[src/rtl/rbseq_pkg.sv]
package rbseq_pkg;
   localparam int unsigned NSLOT = 7;
   typedef logic [NSLOT-1:0] sel_mask_t;
   typedef logic [2:0]       slot_idx_t;

   // Slot numbering doubles as mask bit position.
   typedef enum slot_idx_t {
      SL_STATUS = 3'd0,
      SL_CNT_LO = 3'd1,
      SL_CNT_HI = 3'd2,
      SL_A_LO   = 3'd3,
      SL_A_HI   = 3'd4,
      SL_B_LO   = 3'd5,
      SL_B_HI   = 3'd6
   } slot_e;

   function automatic slot_idx_t lowest_sel(sel_mask_t m);
      slot_idx_t r = '0;
      for (int i = NSLOT - 1; i >= 0; i--) begin
         if (m[i]) r = slot_idx_t'(i);
      end
      return r;
   endfunction

   // Next selected slot strictly after cur, wrapping; cur itself if alone.
   function automatic slot_idx_t next_sel(sel_mask_t m, slot_idx_t cur);
      slot_idx_t r = cur;
      logic      found = 1'b0;
      for (int off = 1; off <= NSLOT; off++) begin
         int c = int'(cur) + off;
         if (c >= NSLOT) c = c - NSLOT;
         if (!found && m[c]) begin
            r     = slot_idx_t'(c);
            found = 1'b1;
         end
      end
      return r;
   endfunction
endpackage

[src/rtl/rbseq_cmd.sv]
module rbseq_cmd
   import rbseq_pkg::*;
#(
   parameter logic [7:0] ARM_CODE   = 8'hBB,
   parameter sel_mask_t  RESET_MASK = '1
) (
   input  logic       clk,
   input  logic       rst_n,
   input  logic       wr_stb,
   input  logic [7:0] wr_data,
   output logic       arm_q,
   output logic       load,
   output sel_mask_t  new_mask,
   output sel_mask_t  mask_q
);
   assign load     = wr_stb & arm_q;
   assign new_mask = wr_data[NSLOT-1:0];

   always_ff @(posedge clk) begin
      if (!rst_n) begin
         arm_q  <= 1'b0;
         mask_q <= RESET_MASK;
      end else if (wr_stb) begin
         if (arm_q) begin
            mask_q <= new_mask;
            arm_q  <= 1'b0;
         end else begin
            arm_q  <= (wr_data == ARM_CODE);
         end
      end
   end
endmodule

[src/rtl/rbseq_ptr.sv]
module rbseq_ptr
   import rbseq_pkg::*;
#(
   parameter sel_mask_t RESET_MASK = '1
) (
   input  logic      clk,
   input  logic      rst_n,
   input  logic      rd_stb,
   input  sel_mask_t mask_q,
   input  logic      load,
   input  sel_mask_t new_mask,
   output slot_idx_t ptr_q
);
   logic strb_q;
   logic done;

   assign done = strb_q & ~rd_stb;

   always_ff @(posedge clk) begin
      if (!rst_n) begin
         strb_q <= 1'b0;
         ptr_q  <= lowest_sel(RESET_MASK);
      end else begin
         strb_q <= rd_stb;
         if (load)
            ptr_q <= lowest_sel(new_mask);
         else if (done && (mask_q != '0))
            ptr_q <= next_sel(mask_q, ptr_q);
      end
   end
endmodule

[src/rtl/rbseq_mux.sv]
module rbseq_mux
   import rbseq_pkg::*;
#(
   parameter int unsigned CNT_W       = 16,
   parameter int unsigned ADDR_W      = 16,
   parameter logic [7:0]  STATUS_BYTE = 8'h00
) (
   input  logic [CNT_W-1:0]  byte_cnt,
   input  logic [ADDR_W-1:0] ptr_a,
   input  logic [ADDR_W-1:0] ptr_b,
   input  slot_idx_t         ptr_q,
   input  logic              any_sel,
   output logic [7:0]        rd_data
);
   logic [15:0] cnt16, a16, b16;

   generate
      if (CNT_W < 16) begin : g_cnt_pad
         assign cnt16 = {{(16 - CNT_W){1'b0}}, byte_cnt};
      end else begin : g_cnt_full
         assign cnt16 = byte_cnt;
      end
      if (ADDR_W < 16) begin : g_addr_pad
         assign a16 = {{(16 - ADDR_W){1'b0}}, ptr_a};
         assign b16 = {{(16 - ADDR_W){1'b0}}, ptr_b};
      end else begin : g_addr_full
         assign a16 = ptr_a;
         assign b16 = ptr_b;
      end
   endgenerate

   always_comb begin
      rd_data = 8'h00;
      if (any_sel) begin
         case (ptr_q)
            SL_STATUS: rd_data = STATUS_BYTE;
            SL_CNT_LO: rd_data = cnt16[7:0];
            SL_CNT_HI: rd_data = cnt16[15:8];
            SL_A_LO:   rd_data = a16[7:0];
            SL_A_HI:   rd_data = a16[15:8];
            SL_B_LO:   rd_data = b16[7:0];
            SL_B_HI:   rd_data = b16[15:8];
            default:   rd_data = 8'h00;
         endcase
      end
   end
endmodule

[src/rtl/rbseq_readback.sv]
module rbseq_readback
   import rbseq_pkg::*;
#(
   parameter int unsigned CNT_W       = 16,
   parameter int unsigned ADDR_W      = 16,
   parameter logic [7:0]  ARM_CODE    = 8'hBB,
   parameter logic [7:0]  STATUS_BYTE = 8'h00,
   parameter sel_mask_t   RESET_MASK  = '1
) (
   input  logic              clk,
   input  logic              rst_n,
   input  logic              wr_stb,
   input  logic [7:0]        wr_data,
   input  logic              rd_stb,
   input  logic [CNT_W-1:0]  byte_cnt,
   input  logic [ADDR_W-1:0] ptr_a,
   input  logic [ADDR_W-1:0] ptr_b,
   output logic [7:0]        rd_data
);
   generate
      if (CNT_W < 1 || CNT_W > 16) begin : g_bad_cnt
         $error("rbseq_readback: CNT_W must lie in 1..16");
      end
      if (ADDR_W < 1 || ADDR_W > 16) begin : g_bad_addr
         $error("rbseq_readback: ADDR_W must lie in 1..16");
      end
   endgenerate

   logic      arm_q;
   logic      load;
   sel_mask_t new_mask;
   sel_mask_t mask_q;
   slot_idx_t ptr_q;

   rbseq_cmd #(.ARM_CODE(ARM_CODE), .RESET_MASK(RESET_MASK)) cmd_i (
      .clk(clk), .rst_n(rst_n), .wr_stb(wr_stb), .wr_data(wr_data),
      .arm_q(arm_q), .load(load), .new_mask(new_mask), .mask_q(mask_q)
   );

   rbseq_ptr #(.RESET_MASK(RESET_MASK)) ptr_i (
      .clk(clk), .rst_n(rst_n), .rd_stb(rd_stb), .mask_q(mask_q),
      .load(load), .new_mask(new_mask), .ptr_q(ptr_q)
   );

   rbseq_mux #(.CNT_W(CNT_W), .ADDR_W(ADDR_W), .STATUS_BYTE(STATUS_BYTE)) mux_i (
      .byte_cnt(byte_cnt), .ptr_a(ptr_a), .ptr_b(ptr_b),
      .ptr_q(ptr_q), .any_sel(mask_q != '0), .rd_data(rd_data)
   );
endmodule

[config.mk]
export PLATFORM = sky130hd
export DESIGN_NAME = rbseq_readback
export DESIGN_NICKNAME = d
export VERILOG_FILES = /design/src/rtl/rbseq_pkg.sv /design/src/rtl/rbseq_cmd.sv /design/src/rtl/rbseq_ptr.sv /design/src/rtl/rbseq_mux.sv /design/src/rtl/rbseq_readback.sv
export SDC_FILE = /design/constraint.sdc
export NUM_CORES = 1
export LEC_CHECK = 0
export BUFFER_PORTS_ARGS = -buffer_cell sky130_fd_sc_hd__buf_2
export CAP_MARGIN = 20
export CORE_ASPECT_RATIO = 0.9
export CORE_UTILIZATION = 60
export DETAILED_ROUTE_END_ITERATION = 6
export GPL_ROUTABILITY_DRIVEN = 0
export PLACE_DENSITY = 0.88
export SYNTH_ARGS = -nofsm -noshare
export SYNTH_HDL_FRONTEND = slang
export SYNTH_SLANG_ARGS = --single-unit
export TNS_END_PERCENT = 100
[constraint.sdc]
create_clock -name clk -period 6.86 [get_ports clk]
set_input_delay 0.343 -clock clk [delete_from_list [all_inputs] [get_ports clk]]
set_output_delay 0.343 -clock clk [all_outputs]
set_load 0.02 [all_outputs]
==> run summary, run 1 <==
========================================================================================
Power density over the cells                                                144.0 nW/um2
Fraction of synthesized cell area taken by the top area cell type                 8.514%
TritonCTS clock tree                                                                done
Worst-path clk slew                                                              0.05 ns
Ranking of synthesized cells by area                                        dfxtp_1 8.5%, a21oi_1 5.7%, ha_1 5.3%
Leading post-synthesis cells by instance count                              36 x nand2_1, 32 x a21oi_1, 32 x nor2_1
Root buffer selected by CTS                                                     clkbuf_8
Ports                                                                                 68
Number of placement rows                                                              23
Height of the die                                                               67.06 um
Area of the mapped netlist                                                      2821 um2
Hold/Removal Path Class                                                           in2reg
Total half-perimeter wirelength after legalization and detailed placement        6241 um
Synth cell types                                                                      82
Most instantiated library cell after synthesis                                   nand2_1
Via density per instance                                                           6.818
Placeable core region                                                           4489 um2
Area Overhead vs Synth                                                            10.60%
Hold-fix buffers at CTS                                                                0
Endpoint of the worst hold-timing path                                      ptr_i.strb_q
Xor/xnor cell area share of the yosys netlist                                     2.971%
Number of max-slew violations in the final report                                      0
Worst hold path depth                                                                  2
Total overflow reported by the global router                                           0
Synth Area in Compound Gates                                                      35.25%
Combinational family with the most area after synthesis                     compound AO/OA/AOI/OAI gates
Synth Register Bits                                                                   12
Number of DRC violations after detailed-routing iteration 0                          548
Post-synthesis cell type with the largest combined area                          dfxtp_1
Total iterations of the first detailed-routing run                                     7
Final ANT Viol Nets                                                                    0
Total net switching power                                                      0.2111 mW
Width of the chip                                                               74.29 um
Setup slack of the worst register-to-register path                               2.61 ns
Fraction of the mapped netlist area in simple logic gates                         29.45%
Final number of setup-violating endpoints                                              0
RSZ-0062 raised after global routing                                                  no
Combinational fraction of design power                                             66.3%
Register area share after synthesis                                               8.514%
Fraction of layout instances using a drive strength above 1                       23.56%
First-pass GRT wire length                                                     13,910 um
Total power after layout                                                       0.4492 mW
Antenna fix cells                                                                      0
Number of warnings printed during yosys synthesis                                      0
Final critical-path setup slack                                                 2.608 ns
DR vias                                                                            3,375
Die Outline Area                                                                4981 um2
Standby leakage power                                                           1.325 nW
Type of destination of the critical path                                            flop
DRC viols                                                                              3
Power share of the clock group                                                     17.3%
Data arrival time of the critical path                                           4.43 ns
Number of buffers created by CTS                                                       3
Gate count of the mapped netlist                                                     397
Setup Slack @ Placement                                                         2.746 ns
Antenna violations before repair                                                       0
Req. time, crit path                                                             7.03 ns
Post CTS Setup Buffer Count                                                            0
Clock sink count                                                                      12
Final critical-path share of the clock period                                     61.98%
Reg-to-reg startpoint                                                       ptr_i.ptr_q[1]
Sum of negative setup slack                                                         0 ns
Worst-case clock skew                                                        0.002895 ns
Maximum fanout count along the critical path                                          15
CP startpoint kind                                                                  flop
Switching part of the total power                                                 46.99%
Number of flops mapped to enable cells by yosys                                        0
Max-cap violations                                                                     0
Number of global-route vias before repair                                          3,010
Cell Area, Placed                                                               3065 um2
Adder and majority gate portion of the synthesized area                           6.386%
Final net count                                                                      507
Number of H-tree levels                                                                1
Worst hold slack after final layout                                            0.3196 ns
Number of hold-slack violations in the final timing report                             0
Post-Syn Nets                                                                        470
Largest net degree at the start of global routing                                     54
Syn Area/Cell                                                                  7.107 um2
Run status                                                                  complete, but fails checks
Post-cts gate resize count                                                             0
Number of cell instances on the worst register-to-register path                       14
Fraction of registers with async set or reset after synthesis                         0%
Mux contribution to synthesized area                                              8.647%
Power Internal                                                                 0.2381 mW
Worst Hold Launch                                                                 rd_stb
Quantity of I/O buffers inserted on ports                                             67
Top flip-flop cell by instance count after synthesis                             dfxtp_1
Actual slew at the worst max-slew pin                                          0.8758 ns
Clock Path Buffers                                                                     2
Total Wirelength                                                                 8633 um
VDD IR max                                                                      141.3 uV
All-Layer GR Usage                                                                35.58%
Initial Util                                                                      62.85%
Insertion delay to the later sink of the worst-skew pair                         0.24 ns
Per-cell routed wire length                                                     17.44 um
Worst rel slew slack                                                              41.62%
Crit Reg-Reg Endpoint                                                       ptr_i.ptr_q[2]
Sequential power share                                                             16.5%
Time the final worst path needs with I/O delays and setup                       4.252 ns
Violations in the final reports                                                      DRC
Top achievable clock speed                                                     235.2 MHz
Final design area excluding fillers                                             3120 um2
Critical path class                                                              reg2reg
========================================================================================
==> how the worst max path moves through the flow <==
stage | startpoint | to | slack (ns)
5_1_grt | ptr_i.ptr_q[1] | ptr_i.ptr_q[2] | 2.30
3_3_place_gp | ptr_i.ptr_q[1] | ptr_i.ptr_q[2] | 2.89
3_5_place_dp | ptr_i.ptr_q[1] | ptr_i.ptr_q[1] | 2.75
4_1_cts | ptr_i.ptr_q[1] | ptr_i.ptr_q[1] | 2.72
2_1_floorplan | ptr_i.ptr_q[1] | ptr_i.ptr_q[1] | 3.02
6_report | ptr_i.ptr_q[1] | ptr_i.ptr_q[2] | 2.61
==> worst max-delay path, stage by stage (launching register included) <==
cell	delay (ns)
dfxtp_1	0.46
inv_1	0.33
ha_1	0.63
inv_1	0.12
fa_1	0.69
nor2b_1	0.27
a31oi_1	0.12
and4_1	0.24
mux2i_1	0.38
nand2_1	0.15
mux2i_1	0.17
o22ai_1	0.11
a22oi_1	0.21
o2111ai_1	0.14
a31oi_1	0.15
==> layer usage <==
| metal | track usage (%) | part of all wire, % | vias up |
|---|---|---|---|
| met5 | 0 | 0 | - |
| met4 | 14.86 | 2.6 | 0 |
| met3 | 3.782 | 9.4 | 26 |
| met2 | 57.27 | 47 | 216 |
| met1 | 47.84 | 41 | 1539 |
| li1 | - | - | 1594 |
==> cell families (layout without fill, tap and decap cells) <==
logic type,count (synthesis),in the layout
AND/OR/NAND/NOR,154,154
AO/OA/AOI/OAI,137,137
buffers and inverters,53,89
multiplexers,22,22
adder cells (fa/ha/maj),14,14
flip-flops,12,12
XOR/XNOR,5,5
==> power groups by stage <==
stage / Sequential, mW / Clock, mW / Combinational (mW)
floorplan: 0.0744 / 0 / 0.222
global placement: 0.0752 / 0 / 0.279
detailed placement: 0.0753 / 0 / 0.287
CTS: 0.0738 / 0.0789 / 0.288
global route: 0.0741 / 0.0809 / 0.321
finish: 0.0740 / 0.0775 / 0.298
==> flip-flops by register name (all words and copies together) (netlist names) <==
name / count
cmd_i.arm_q: 1
ptr_i.ptr_q: 3
ptr_i.strb_q: 1
cmd_i.mask_q: 7
==> area by class of cell <==
type                    instances  area (um2)
multi-input cells             332        2333
fillers                       369        1369
repair buffers                 70       357.8
flip-flops and latches         12       240.2
well taps                      62       77.57
inverters                      15       56.30
clock buffers                   4       55.05
==> through the flow <==
stage | util [%] | cells
after global placement | 68.28 | 491
final | 69.51 | 495
after CTS | 69.51 | 495
after detailed placement | 68.28 | 491
after global routing | 69.51 | 495
after floorplan | - | 397
==> layout by cell type, fill, tap and decap left out, drive strengths merged, types with 4 or more instances in the layout <==
master   Yosys  routed
clkbuf      20       4
nand3b       5       5
o22ai        5       5
nor3         9       9
buf         18      70
mux2i       12      12
a221oi       7       7
nor2b        6       6
o31ai        5       5
ha          12      12
inv         15      15
nand3       21      21
a2111oi      4       4
o21ai       23      23
nor2        32      32
dfxtp       12      12
mux2         9       9
a31oi        9       9
nor3b        9       9
nand2b       5       5
a222oi       9       9
a21oi       32      32
nand2       37      37
or3          4       4
o211ai       7       7
Power figures use the tool's default switching activity.
==> run 2: changes to the inputs <==
--- a/config.mk
+++ b/config.mk
@@ -5,13 +5,14 @@
 export SDC_FILE = /design/constraint.sdc
 export NUM_CORES = 1
 export LEC_CHECK = 0
+export ABC_AREA = 1
 export BUFFER_PORTS_ARGS = -buffer_cell sky130_fd_sc_hd__buf_2
 export CAP_MARGIN = 20
 export CORE_ASPECT_RATIO = 0.9
-export CORE_UTILIZATION = 60
+export CORE_UTILIZATION = 54
 export DETAILED_ROUTE_END_ITERATION = 6
 export GPL_ROUTABILITY_DRIVEN = 0
-export PLACE_DENSITY = 0.88
+export PLACE_DENSITY = 0.82
 export SYNTH_ARGS = -nofsm -noshare
 export SYNTH_HDL_FRONTEND = slang
 export SYNTH_SLANG_ARGS = --single-unit
==> constraint.sdc (replaced) <==
create_clock -name clk -period 4.2 [get_ports clk]
set_input_delay 0.21 -clock clk [delete_from_list [all_inputs] [get_ports clk]]
set_output_delay 0.21 -clock clk [all_outputs]
set_load 0.02 [all_outputs]
==> run summary, run 2 <==
========================================================================================
Antenna violations before repair                                                       0
Top achievable clock speed                                                     276.0 MHz
Biggest registers after layout                                              cmd_i.mask_q (7), ptr_i.ptr_q (3)
Standby leakage power                                                           1.535 nW
Clock sink count                                                                      12
Post-Syn Nets                                                                        492
Number of DRC violations after detailed-routing iteration 0                          301
Height of the die                                                               65.44 um
Largest net degree at the start of global routing                                     24
Gate count of the mapped netlist                                                     419
DR vias                                                                            3,052
Reg-to-reg startpoint                                                       ptr_i.ptr_q[1]
Final critical-path share of the clock period                                     86.28%
Data arrival time of the critical path                                           3.75 ns
Ports                                                                                 68
Actual slew at the worst max-slew pin                                          0.9952 ns
Die Outline Area                                                                4744 um2
RSZ-0062 raised after global routing                                                  no
Hold/Removal Path Class                                                           in2reg
Antenna fix cells                                                                      0
Fraction of registers with async set or reset after synthesis                         0%
Final net count                                                                      555
Synth cell types                                                                      37
Count of fill cells added during filler insertion                                    405
Area Overhead vs Synth                                                            16.58%
Sum of negative setup slack                                                         0 ns
Critical path class                                                              reg2reg
Quantity of I/O buffers inserted on ports                                             67
Largest register by flop count                                              cmd_i.mask_q
VDD IR max                                                                      236.0 uV
Number of placement rows                                                              22
Number of H-tree levels                                                                1
Multi-input logic area                                                          1869 um2
Final number of setup-violating endpoints                                              0
Max reg flops                                                                          7
Endpoint of the worst hold-timing path                                      ptr_i.strb_q
Post-synthesis cell type with the largest combined area                          nand2_1
Leading cell types in the layout, fill and taps excluded                    134 x nand2_1, 67 x buf_2, 57 x nand3_1
Number of flops mapped to enable cells by yosys                                        0
CP startpoint kind                                                                  flop
Total half-perimeter wirelength after legalization and detailed placement        5612 um
Post-cts gate resize count                                                             0
TritonCTS clock tree                                                                done
Width of the chip                                                               72.49 um
Time the final worst path needs with I/O delays and setup                       3.624 ns
Number of warnings printed during yosys synthesis                                      0
Max-cap violations                                                                     0
Final ANT Viol Nets                                                                    0
Root buffer selected by CTS                                                     clkbuf_8
Total Wirelength                                                                 7125 um
Number of buffers created by CTS                                                       3
Total power after layout                                                       0.5590 mW
Number of global-route vias before repair                                          2,626
Run status                                                                     completed
Per-cell routed wire length                                                     13.19 um
Fraction of synthesized cell area taken by the top area cell type                 20.83%
Worst Hold Launch                                                                 rd_stb
# placed instances                                                                   537
Post CTS Setup Buffer Count                                                            0
First-pass GRT wire length                                                     11,610 um
Crit Reg-Reg Endpoint                                                       ptr_i.ptr_q[1]
Maximum fanout count along the critical path                                          11
Placeable core region                                                           4184 um2
Storage cell area                                                              240.2 um2
Most instantiated library cell after synthesis                                   nand2_1
Worst rel slew slack                                                              33.10%
Synth Register Bits                                                                   12
All-Layer GR Usage                                                                30.46%
Worst-path clk slew                                                              0.05 ns
Worst hold path depth                                                                  3
Insertion delay to the later sink of the worst-skew pair                         0.24 ns
Total iterations of the first detailed-routing run                                     5
Total overflow reported by the global router                                           0
Worst-case clock skew                                                        0.002005 ns
Req. time, crit path                                                             4.33 ns
Number of cell instances on the worst register-to-register path                       20
Leading post-synthesis cells by instance count                              134 x nand2_1, 57 x nand3_1, 51 x inv_1
Share of the core filled with cells in the final layout                           67.28%
Top flip-flop cell by instance count after synthesis                             dfxtp_1
Final standard cell count with taps included and fillers excluded                    540
Power density over the cells                                                198.6 nW/um2
Syn Area/Cell                                                                  5.763 um2
Area of the mapped netlist                                                      2415 um2
Number of max-slew violations in the final report                                      0
DRC viols                                                                              0
Number of hold-slack violations in the final timing report                             0
Most common library cell in the layout ignoring fill and taps                    nand2_1
Ranking of synthesized cells by area                                        nand2_1 21%, nand3_1 12%, dfxtp_1 9.9%
Initial Util                                                                      57.72%
Register area share after synthesis                                               9.948%
Type of destination of the critical path                                            flop
Clock Path Buffers                                                                     2
Via density per instance                                                           5.652
Fraction of layout instances using a drive strength above 1                       25.00%
Setup slack of the worst register-to-register path                               0.58 ns
Hold-fix buffers at CTS                                                                0
========================================================================================
[run 2: cell types whose count changed after synthesis, moves of 11 or more]
cell / previous run / this run
nor2_1: 32 / 14
a21oi_1: 32 / 8
nand3_1: 21 / 57
nand2_2: 1 / 12
mux2i_1: 12 / 0
nand2_1: 36 / 134
inv_1: 12 / 51
clkbuf_1: 20 / 5
[run 2: worst max path at each step]
stage                         from        endpoint  slack [ns]
finish              ptr_i.ptr_q[1]  ptr_i.ptr_q[1]        0.58
CTS                 ptr_i.ptr_q[1]  ptr_i.ptr_q[1]        0.69
global placement    ptr_i.ptr_q[1]  ptr_i.ptr_q[2]        0.92
detailed placement  ptr_i.ptr_q[1]  ptr_i.ptr_q[1]        0.70
floorplan           ptr_i.ptr_q[1]  ptr_i.ptr_q[0]        1.40
global route        ptr_i.ptr_q[1]  ptr_i.ptr_q[1]        0.26
[run 2: power breakdown]
group	switching [mW]	internal, mW
Clock	0.0396	0.0630
Sequential	0.00198	0.116
Combinational	0.226	0.112
Total	0.268	0.291
[run 2: routing by layer]
metal  vias up  wire (um)  global-route usage, %
met1      1316       3112                  39.61
met2       176       3288                  54.79
met3        23        538                  2.301
met5         -          0                      0
li1       1537          -                      -
met4         0        186                  6.373
[run 2: cell families after synthesis]
| logic type | after synthesis | share of synthesized area [%] |
|---|---|---|
| buffers and inverters | 74 | 12.64 |
| DFF | 12 | 9.948 |
| AOI/OAI and AO/OA | 76 | 21.92 |
| adders and majority gates | 13 | 7.046 |
| xor gates and xnor gates | 1 | 0.6738 |
| and+or+nand+nor | 243 | 47.77 |
[run 2: worst max-delay path, cell delays in order, from the launching register on]
cell and delay [ns]:
dfxtp_1 0.38, inv_1 0.29, ha_1 0.44, inv_1 0.12, fa_1 0.49, nand2_1 0.12, nand2_2 0.08, inv_1 0.12
nand2_1 0.06, nand3_1 0.09, nand3b_1 0.09, nand2_1 0.08, nand2_1 0.06, inv_2 0.20, nand3_1 0.13, nor2_2 0.18
nand3_2 0.15, o21ai_0 0.22, inv_1 0.07, nand2_1 0.08, a21oi_1 0.06
[run 2: area by class of cell]
class / instances / share of cell area [%]
Clock buffer: 3 / 1.467
Inverter: 63 / 8.489
Multi-Input combinational cell: 333 / 66.40
Sequential cell: 12 / 8.533
Tap cell: 60 / 2.667
Timing Repair Buffer: 69 / 12.44
[run 2: per-stage QoR]
stage | hold slack [ns] | setup WS, ns | cell area [um2]
final | 0.1744 | 0.5762 | 2815
after CTS | 0.1755 | 0.6860 | 2815
after detailed placement | 0.4203 | 0.7044 | 2774
after global placement | 0.4047 | 0.9193 | 2774
after floorplan | 0.3035 | 1.401 | 2415
after global routing | 0.1834 | 0.2566 | 2815
